--- config.mk ---
export PLATFORM = sky130hd
export DESIGN_NAME = ctx_tlb
export DESIGN_NICKNAME = d
export VERILOG_FILES = /design/src/rtl/ctx_tlb_pkg.sv /design/src/rtl/tlb_first_set.sv /design/src/rtl/tlb_match.sv /design/src/rtl/tlb_lru.sv /design/src/rtl/ctx_tlb.sv
export SDC_FILE = /design/constraint.sdc
export NUM_CORES = 2
export LEC_CHECK = 0
export BUFFER_PORTS_ARGS = -buffer_cell sky130_fd_sc_hd__buf_2
export CORE_MARGIN = 2
export CORE_UTILIZATION = 55
export DETAILED_ROUTE_END_ITERATION = 10
export PLACE_DENSITY = 0.71
export SETUP_SLACK_MARGIN = 0.2
export SYNTH_ARGS = -nofsm -noshare
export SYNTH_HDL_FRONTEND = slang
export SYNTH_SLANG_ARGS = --single-unit
--- constraint.sdc ---
create_clock -name clk -period 73.7 [get_ports clk]
set_input_delay 3.685 -clock clk [delete_from_list [all_inputs] [get_ports clk]]
set_output_delay 3.685 -clock clk [all_outputs]
set_load 0.01 [all_outputs]
--- src/rtl/ctx_tlb_pkg.sv ---
package ctx_tlb_pkg;
  localparam int VA_W     = 64;
  localparam int DATA_W   = 64;
  localparam int PA_W     = 41;
  localparam int PG_SHIFT = 13;
  localparam int VPN_W    = VA_W - PG_SHIFT;

  // data word field positions
  localparam int D_VALID  = 63;
  localparam int D_SZ_HI  = 62;
  localparam int D_SZ_LO  = 61;
  localparam int D_PPN_HI = 40;
  localparam int D_LOCK   = 6;
  localparam int D_GLOBAL = 0;

  typedef enum logic [1:0] {
    OP_LOOKUP     = 2'd0,
    OP_INSERT     = 2'd1,
    OP_DEMAP_PAGE = 2'd2,
    OP_DEMAP_CTX  = 2'd3
  } tlb_op_e;

  // page-number bits that lie inside the page for a given size code
  function automatic logic [VPN_W-1:0] vpn_ign_mask(input logic [1:0] sz);
    return (VPN_W'(1) << (3 * sz)) - VPN_W'(1);
  endfunction

  // physical-address bits taken from the virtual address for a size code
  function automatic logic [PA_W-1:0] pa_off_mask(input logic [1:0] sz);
    return (PA_W'(1) << (PG_SHIFT + 3 * sz)) - PA_W'(1);
  endfunction
endpackage

--- src/rtl/tlb_first_set.sv ---
module tlb_first_set #(
  parameter int N = 16,
  parameter int W = 4
) (
  input  logic [N-1:0] vec,
  output logic         any,
  output logic [W-1:0] idx
);
  always_comb begin
    idx = '0;
    for (int i = N - 1; i >= 0; i--) begin
      if (vec[i]) idx = W'(i);
    end
    any = |vec;
  end
endmodule

--- src/rtl/tlb_match.sv ---
module tlb_match
  import ctx_tlb_pkg::*;
#(
  parameter int ENTRIES = 16,
  parameter int CTX_W   = 13
) (
  input  logic [VPN_W-1:0] ent_vpn [ENTRIES],
  input  logic [1:0]       ent_sz  [ENTRIES],
  input  logic [CTX_W-1:0] ent_ctx [ENTRIES],
  input  logic [ENTRIES-1:0] ent_vld,
  input  logic [ENTRIES-1:0] ent_glb,
  input  logic [VPN_W-1:0] q_vpn,
  input  logic [CTX_W-1:0] q_ctx,
  output logic [ENTRIES-1:0] hit_vec,
  output logic [ENTRIES-1:0] ctx_eq
);
  for (genvar g = 0; g < ENTRIES; g++) begin : g_cmp
    logic [VPN_W-1:0] diff;
    logic             vpn_eq;
    assign diff      = (ent_vpn[g] ^ q_vpn) & ~vpn_ign_mask(ent_sz[g]);
    assign vpn_eq    = (diff == '0);
    assign ctx_eq[g] = (ent_ctx[g] == q_ctx);
    assign hit_vec[g] = ent_vld[g] & vpn_eq & (ctx_eq[g] | ent_glb[g]);
  end
endmodule

--- src/rtl/tlb_lru.sv ---
module tlb_lru #(
  parameter int ENTRIES = 16,
  parameter int IDX_W   = 4
) (
  input  logic               clk,
  input  logic               rst,
  input  logic               touch,
  input  logic [IDX_W-1:0]   touch_idx,
  input  logic [ENTRIES-1:0] vld,
  input  logic [ENTRIES-1:0] lck,
  output logic [IDX_W-1:0]   victim_idx,
  output logic               victim_ok
);
  // age 0 = most recent; ages always form a permutation of 0..ENTRIES-1
  logic [IDX_W-1:0] age [ENTRIES];
  logic             free_any;
  logic [IDX_W-1:0] free_idx;
  logic             old_ok;
  logic [IDX_W-1:0] old_idx;
  logic [IDX_W-1:0] old_age;
  logic [ENTRIES-1:0] free_vec;

  assign free_vec = ~vld;

  tlb_first_set #(.N(ENTRIES), .W(IDX_W)) u_free (
    .vec(free_vec), .any(free_any), .idx(free_idx)
  );

  always_ff @(posedge clk) begin
    if (rst) begin
      for (int i = 0; i < ENTRIES; i++) age[i] <= IDX_W'(i);
    end else if (touch) begin
      for (int i = 0; i < ENTRIES; i++) begin
        if (IDX_W'(i) == touch_idx)        age[i] <= '0;
        else if (age[i] < age[touch_idx]) age[i] <= age[i] + 1'b1;
      end
    end
  end

  always_comb begin
    old_ok  = 1'b0;
    old_idx = '0;
    old_age = '0;
    for (int i = 0; i < ENTRIES; i++) begin
      if (!lck[i] && (!old_ok || age[i] > old_age)) begin
        old_ok  = 1'b1;
        old_idx = IDX_W'(i);
        old_age = age[i];
      end
    end
    victim_ok  = free_any | old_ok;
    victim_idx = free_any ? free_idx : old_idx;
  end
endmodule

--- src/rtl/ctx_tlb.sv ---
module ctx_tlb
  import ctx_tlb_pkg::*;
#(
  parameter int ENTRIES = 16,
  parameter int CTX_W   = 13,
  localparam int IDX_W  = $clog2(ENTRIES)
) (
  input  logic              clk,
  input  logic              rst,
  input  logic              cmd_valid,
  input  logic [1:0]        cmd_op,
  input  logic [VA_W-1:0]   cmd_va,
  input  logic [CTX_W-1:0]  cmd_ctx,
  input  logic [DATA_W-1:0] cmd_data,
  output logic              rsp_valid,
  output logic              rsp_hit,
  output logic              rsp_miss,
  output logic              rsp_err,
  output logic [IDX_W-1:0]  rsp_idx,
  output logic [PA_W-1:0]   rsp_pa,
  output logic [DATA_W-1:0] rsp_data
);
  logic [VPN_W-1:0]  ent_vpn  [ENTRIES];
  logic [CTX_W-1:0]  ent_ctx  [ENTRIES];
  logic [DATA_W-1:0] ent_data [ENTRIES];
  logic [1:0]        ent_sz   [ENTRIES];
  logic [ENTRIES-1:0] vld_vec, lck_vec, glb_vec;
  logic [ENTRIES-1:0] hit_vec, ctx_eq;

  logic              hit_any;
  logic [IDX_W-1:0]  hit_idx;
  logic [DATA_W-1:0] hit_data;
  logic [PA_W-1:0]   hit_pa;
  logic [PA_W-1:0]   omask;
  logic [PA_W-1:0]   pbase;
  logic              victim_ok;
  logic [IDX_W-1:0]  victim_idx;
  logic              touch;
  logic [IDX_W-1:0]  touch_idx;
  tlb_op_e           op;

  assign op = tlb_op_e'(cmd_op);

  always_comb begin
    for (int i = 0; i < ENTRIES; i++) begin
      vld_vec[i] = ent_data[i][D_VALID];
      lck_vec[i] = ent_data[i][D_VALID] & ent_data[i][D_LOCK];
      glb_vec[i] = ent_data[i][D_GLOBAL];
      ent_sz[i]  = ent_data[i][D_SZ_HI:D_SZ_LO];
    end
  end

  tlb_match #(.ENTRIES(ENTRIES), .CTX_W(CTX_W)) u_match (
    .ent_vpn(ent_vpn), .ent_sz(ent_sz), .ent_ctx(ent_ctx),
    .ent_vld(vld_vec), .ent_glb(glb_vec),
    .q_vpn(cmd_va[VA_W-1:PG_SHIFT]), .q_ctx(cmd_ctx),
    .hit_vec(hit_vec), .ctx_eq(ctx_eq)
  );

  tlb_first_set #(.N(ENTRIES), .W(IDX_W)) u_hit (
    .vec(hit_vec), .any(hit_any), .idx(hit_idx)
  );

  tlb_lru #(.ENTRIES(ENTRIES), .IDX_W(IDX_W)) u_lru (
    .clk(clk), .rst(rst), .touch(touch), .touch_idx(touch_idx),
    .vld(vld_vec), .lck(lck_vec),
    .victim_idx(victim_idx), .victim_ok(victim_ok)
  );

  always_comb begin
    touch = cmd_valid & (((op == OP_LOOKUP) & hit_any) |
                         ((op == OP_INSERT) & victim_ok));
    touch_idx = (op == OP_LOOKUP) ? hit_idx : victim_idx;
  end

  always_comb begin
    hit_data = ent_data[hit_idx];
    omask    = pa_off_mask(hit_data[D_SZ_HI:D_SZ_LO]);
    pbase    = {hit_data[D_PPN_HI:PG_SHIFT], {PG_SHIFT{1'b0}}};
    hit_pa   = (pbase & ~omask) | (cmd_va[PA_W-1:0] & omask);
  end

  always_ff @(posedge clk) begin
    if (rst) begin
      rsp_valid <= 1'b0;
      rsp_hit   <= 1'b0;
      rsp_miss  <= 1'b0;
      rsp_err   <= 1'b0;
      rsp_idx   <= '0;
      rsp_pa    <= '0;
      rsp_data  <= '0;
      for (int i = 0; i < ENTRIES; i++) begin
        ent_vpn[i]  <= '0;
        ent_ctx[i]  <= '0;
        ent_data[i] <= '0;
      end
    end else begin
      rsp_valid <= cmd_valid;
      rsp_hit   <= 1'b0;
      rsp_miss  <= 1'b0;
      rsp_err   <= 1'b0;
      if (cmd_valid) begin
        unique case (op)
          OP_LOOKUP: begin
            rsp_hit  <= hit_any;
            rsp_miss <= ~hit_any;
            rsp_idx  <= hit_idx;
            rsp_pa   <= hit_any ? hit_pa : '0;
            rsp_data <= hit_any ? hit_data : '0;
          end
          OP_INSERT: begin
            rsp_idx <= victim_idx;
            if (victim_ok) begin
              ent_vpn[victim_idx]  <= cmd_va[VA_W-1:PG_SHIFT];
              ent_ctx[victim_idx]  <= cmd_ctx;
              ent_data[victim_idx] <= cmd_data;
            end else begin
              rsp_err <= 1'b1;
            end
          end
          OP_DEMAP_PAGE: begin
            for (int i = 0; i < ENTRIES; i++)
              if (hit_vec[i]) ent_data[i][D_VALID] <= 1'b0;
          end
          OP_DEMAP_CTX: begin
            for (int i = 0; i < ENTRIES; i++)
              if (vld_vec[i] && !glb_vec[i] && ctx_eq[i])
                ent_data[i][D_VALID] <= 1'b0;
          end
          default: ;
        endcase
      end
    end
  end
endmodule

==> qor.tcl <==
set qor(rsz0062_at_grt) {no}
set qor(avgSynthCellArea_sq_um) 10.9
set qor(worst_slew_pin_tran_ps) 1350
set qor(post_synthesis_mux_area_share_pct) 5.00
set qor(synth_enable_flop_cells) 1088
set qor(holdCritPathClass) {reg -> reg}
set qor(critical_path.top_delay_family) {compound AO/OA/AOI/OAI gates}
set qor(fin_hold_viols) 0
set qor(final_net_count) 9814
set qor(dr_total_vias) 78800
set qor(worst-setup-path-type) {reg -> reg}
set qor(root_buffer) {clkbuf_16}
set qor(synth_cell_types) 112
set qor(post-route-drc-count) 0
set qor(leakage_nw) 42.6
set qor(synth_compound_gate_area_share_pct) 14.9
set qor(drt_iter0_drc) 9127
set qor(finalMaxSlewViolations) 0
set qor(cts.repair.resized) 0
set qor(cp_max_fo) 60
set qor(dpl.cell_count) 11800
set qor(grt.met1_usage_pct) 43.6
set qor(first_global_vias) 76100
set qor(tritoncts_sink_count) 2224
set qor(clock_skew_ps) 45.4
set qor(pin_count_of_the_biggest_net_entering_global_routing) 193
set qor(dp_worst_setup_slack_ps) 44660
set qor(post_route_cells_drive_above_1_share_pct) 12.1
set qor(max_slew_margin_pct) 9.80
set qor(gr-usage-met2_pct) 53.3
set qor(vias_per_cell) 6.42
set qor(synth-async-reset-ratio_pct) 0
set qor(die_y_um) 444
set qor(ys_seq_elements) 2224
set qor(postRouteWirelength_um) 336000
set qor(busiest_layer) {met2}
set qor(clkLatencyLatePin_ps) 910
set qor(die_w_um) 444
set qor(antenna_violations_before_repair) 31
set qor(synth_largest_area_cell) {edfxtp_1}
set qor(critPathBufInv) 10
set qor(synth-warning-count) 0
set qor(detailed_place.area_sq_mm) 0.109
set qor(firstDrtPassIters) 6
set qor(final_antenna_net_count) 0
set qor(routedWlPerCell_um) 27.4
set qor(max_stage_delay_ps) 800
set qor(synthSimpleGateAreaFrac_pct) 14.1
set qor(place.gp.congestion) 0.955
set qor(port_buffers) 258
set qor(first_pass_grt_wire_length_um) 495000
set qor(ys.flop_type) {dfxtp_1}
set qor(synth_xor_xnor_area_share_pct) 8.63
set qor(cts_max_path_buffers) 3
set qor(synth_top_family_by_area) {compound AO/OA/AOI/OAI gates}
set qor(crit_slowest_cell) {nor3_2}
set qor(netlist_instances) 9762
set qor(timing.critical_path.mode_cell) {ha_1}
set qor(stdcell_count) 12300
set qor(grt_use_met3_pct) 5.73
set qor(syn_area_sq_mm) 0.107
set qor(power.density_mw_per_mm2) 30.1
set qor(final.setup.worst_slack_ps) 44370
set qor(synthTopCellsByArea) {edfxtp_1 31%, dfxtp_1 21%, a22o_1 8.0%}
set qor(cts_made_buffers) 225
set qor(die-area_sq_mm) 0.197
set qor(endpoint_arrival_time_on_the_critical_path_ps) 30090
set qor(cts.repair_timing.setup_buffer_count) 0
set qor(most-common-layout-cells) {1136 x dfxtp_1, 1088 x edfxtp_1, 984 x and2_1}
set qor(layout_min_cycle_time_ps) 29330
set qor(grt_use_total_pct) 33.2
set qor(cts.clk_slew.worst_paths_ps) 80
set qor(core_area_sq_mm) 0.193
set qor(worst_ir_drop_vdd_uv) 53.5
set qor(cts_tree) {built}
set qor(maxCapViolCount) 0
set qor(setup_total_negative_slack_ps) 0
set qor(grt_overflow_total) 0
set qor(synthesis.nets) 10000
set qor(fin_crit_sh_pct) 39.8
set qor(setup_viol) 0
set qor(fmaxAchievable_mhz) 34.1
set qor(htreeDepth) 4
set qor(p_r_area_growth_vs_syn_pct) 10.1
set qor(sequential_area_share_after_synthesis_pct) 52.0
set qor(layout.cells.most_common) {dfxtp_1}
set qor(yosysTopAreaCellShare_pct) 30.7
set qor(start_util_pct) 55.3
set qor(floorplan.rows) 161
set qor(cp-start-kind) {flop}
set qor(finish.instance_area_sq_mm) 0.117
set qor(dp_hpwl_um) 204000
set qor(result_of_the_run) {finished, final reports clean}
set qor(synthAdderAreaFrac_pct) 1.62
set qor(critical_path_required_ps) 74460
set qor(number_of_i_o_pins) 259
set qor(ctsHoldBuffers) 0
set qor(critical_path.endpoint_type) {flop}
-- path summary, 6_finish.rpt --
path              depth (start not counted)  slack [ps]              end            from
hold reg to reg                           2         450     rsp_data[15]    rsp_data[15]
setup / recovery                        125       44370  ent_data[0][25]  ent_data[0][6]
setup reg to reg                        125       44370  ent_data[0][25]  ent_data[0][6]
hold / removal                            2         450     rsp_data[15]    rsp_data[15]
-- sequential cells by signal (all words and copies together), names as in the netlist --
register / count
u_lru.age: 64
rsp_err: 1
rsp_valid: 1
ent_data: 1024
ent_vpn: 816
rsp_hit: 1
rsp_idx: 4
ent_ctx: 208
rsp_miss: 1
rsp_pa: 41
rsp_data: 63
-- per-layer routing --
metal | up-vias | share of wire (%)
met5 | - | 0.036
met4 | 18 | 5.5
met3 | 873 | 8.5
met2 | 3712 | 46
met1 | 39200 | 40
li1 | 35000 | -
-- cell type report --
type	count	area [sq um]
Multi-Input combinational cell	6512	47600
Clock inverter	111	1230
Fill cell	15400	75200
Inverter	118	483
Antenna cell	14	35.0
Timing Repair Buffer	449	2820
Sequential cell	2224	55400
Tap cell	2526	3160
Clock buffer	316	6620
-- worst min-delay path: stages (launching register included) --
cell     delay (ps)
dfxtp_1         300
nand2_1          50
a21oi_1          50
-- cell families (layout without fill, tap and decap cells) --
group,after synthesis,count (layout)
other,0,14
adder cells (fa/ha/maj),138,138
buffers and inverters,1026,994
multiplexers,503,503
AO/OA/AOI/OAI,2104,2104
flip-flops,2224,2224
AND/OR/NAND/NOR,2717,2717
XOR/XNOR,1050,1050
-- through the flow --
| stage | hold slack (ps) | utilization, % | power, W |
|---|---|---|---|
| after floorplan | 448 | - | 0.00211 |
| after global placement | 437 | 56.8 | 0.00233 |
| after detailed placement | 442 | 56.8 | 0.00234 |
| after CTS | 450 | 60.9 | 0.00353 |
| after global routing | 467 | 60.9 | 0.00369 |
| final | 448 | 60.9 | 0.00353 |
-- power breakdown --
group / internal (W) / total, W / switching (W)
Combinational: 0.000397 / 0.000985 / 0.000588
Clock: 0.000704 / 0.00121 / 0.000503
Sequential: 0.00132 / 0.00134 / 0.0000199
-- Yosys cell counts, types with 12 or more instances --
cell type	instances
dfxtp_1	1136
edfxtp_1	1088
and2_1	984
a22o_1	979
xnor2_1	835
clkbuf_1	669
nand2_1	578
a21oi_1	335
mux2i_1	283
nand4_1	283
xor2_1	215
mux2_2	214
o211ai_1	201
o21ai_0	198
nor2_1	166
a211oi_1	144
nand3_1	139
ha_1	138
buf_1	137
nor3_1	124
nor4_1	119
inv_1	118
nor2b_1	104
buf_2	96
and3_1	76
a31oi_1	45
nand2b_1	27
o31ai_1	23
or2_2	20
a41oi_1	16
and2_0	14
a21o_1	13
o21a_1	12
Note: power is estimated with default switching activity, not from simulation.
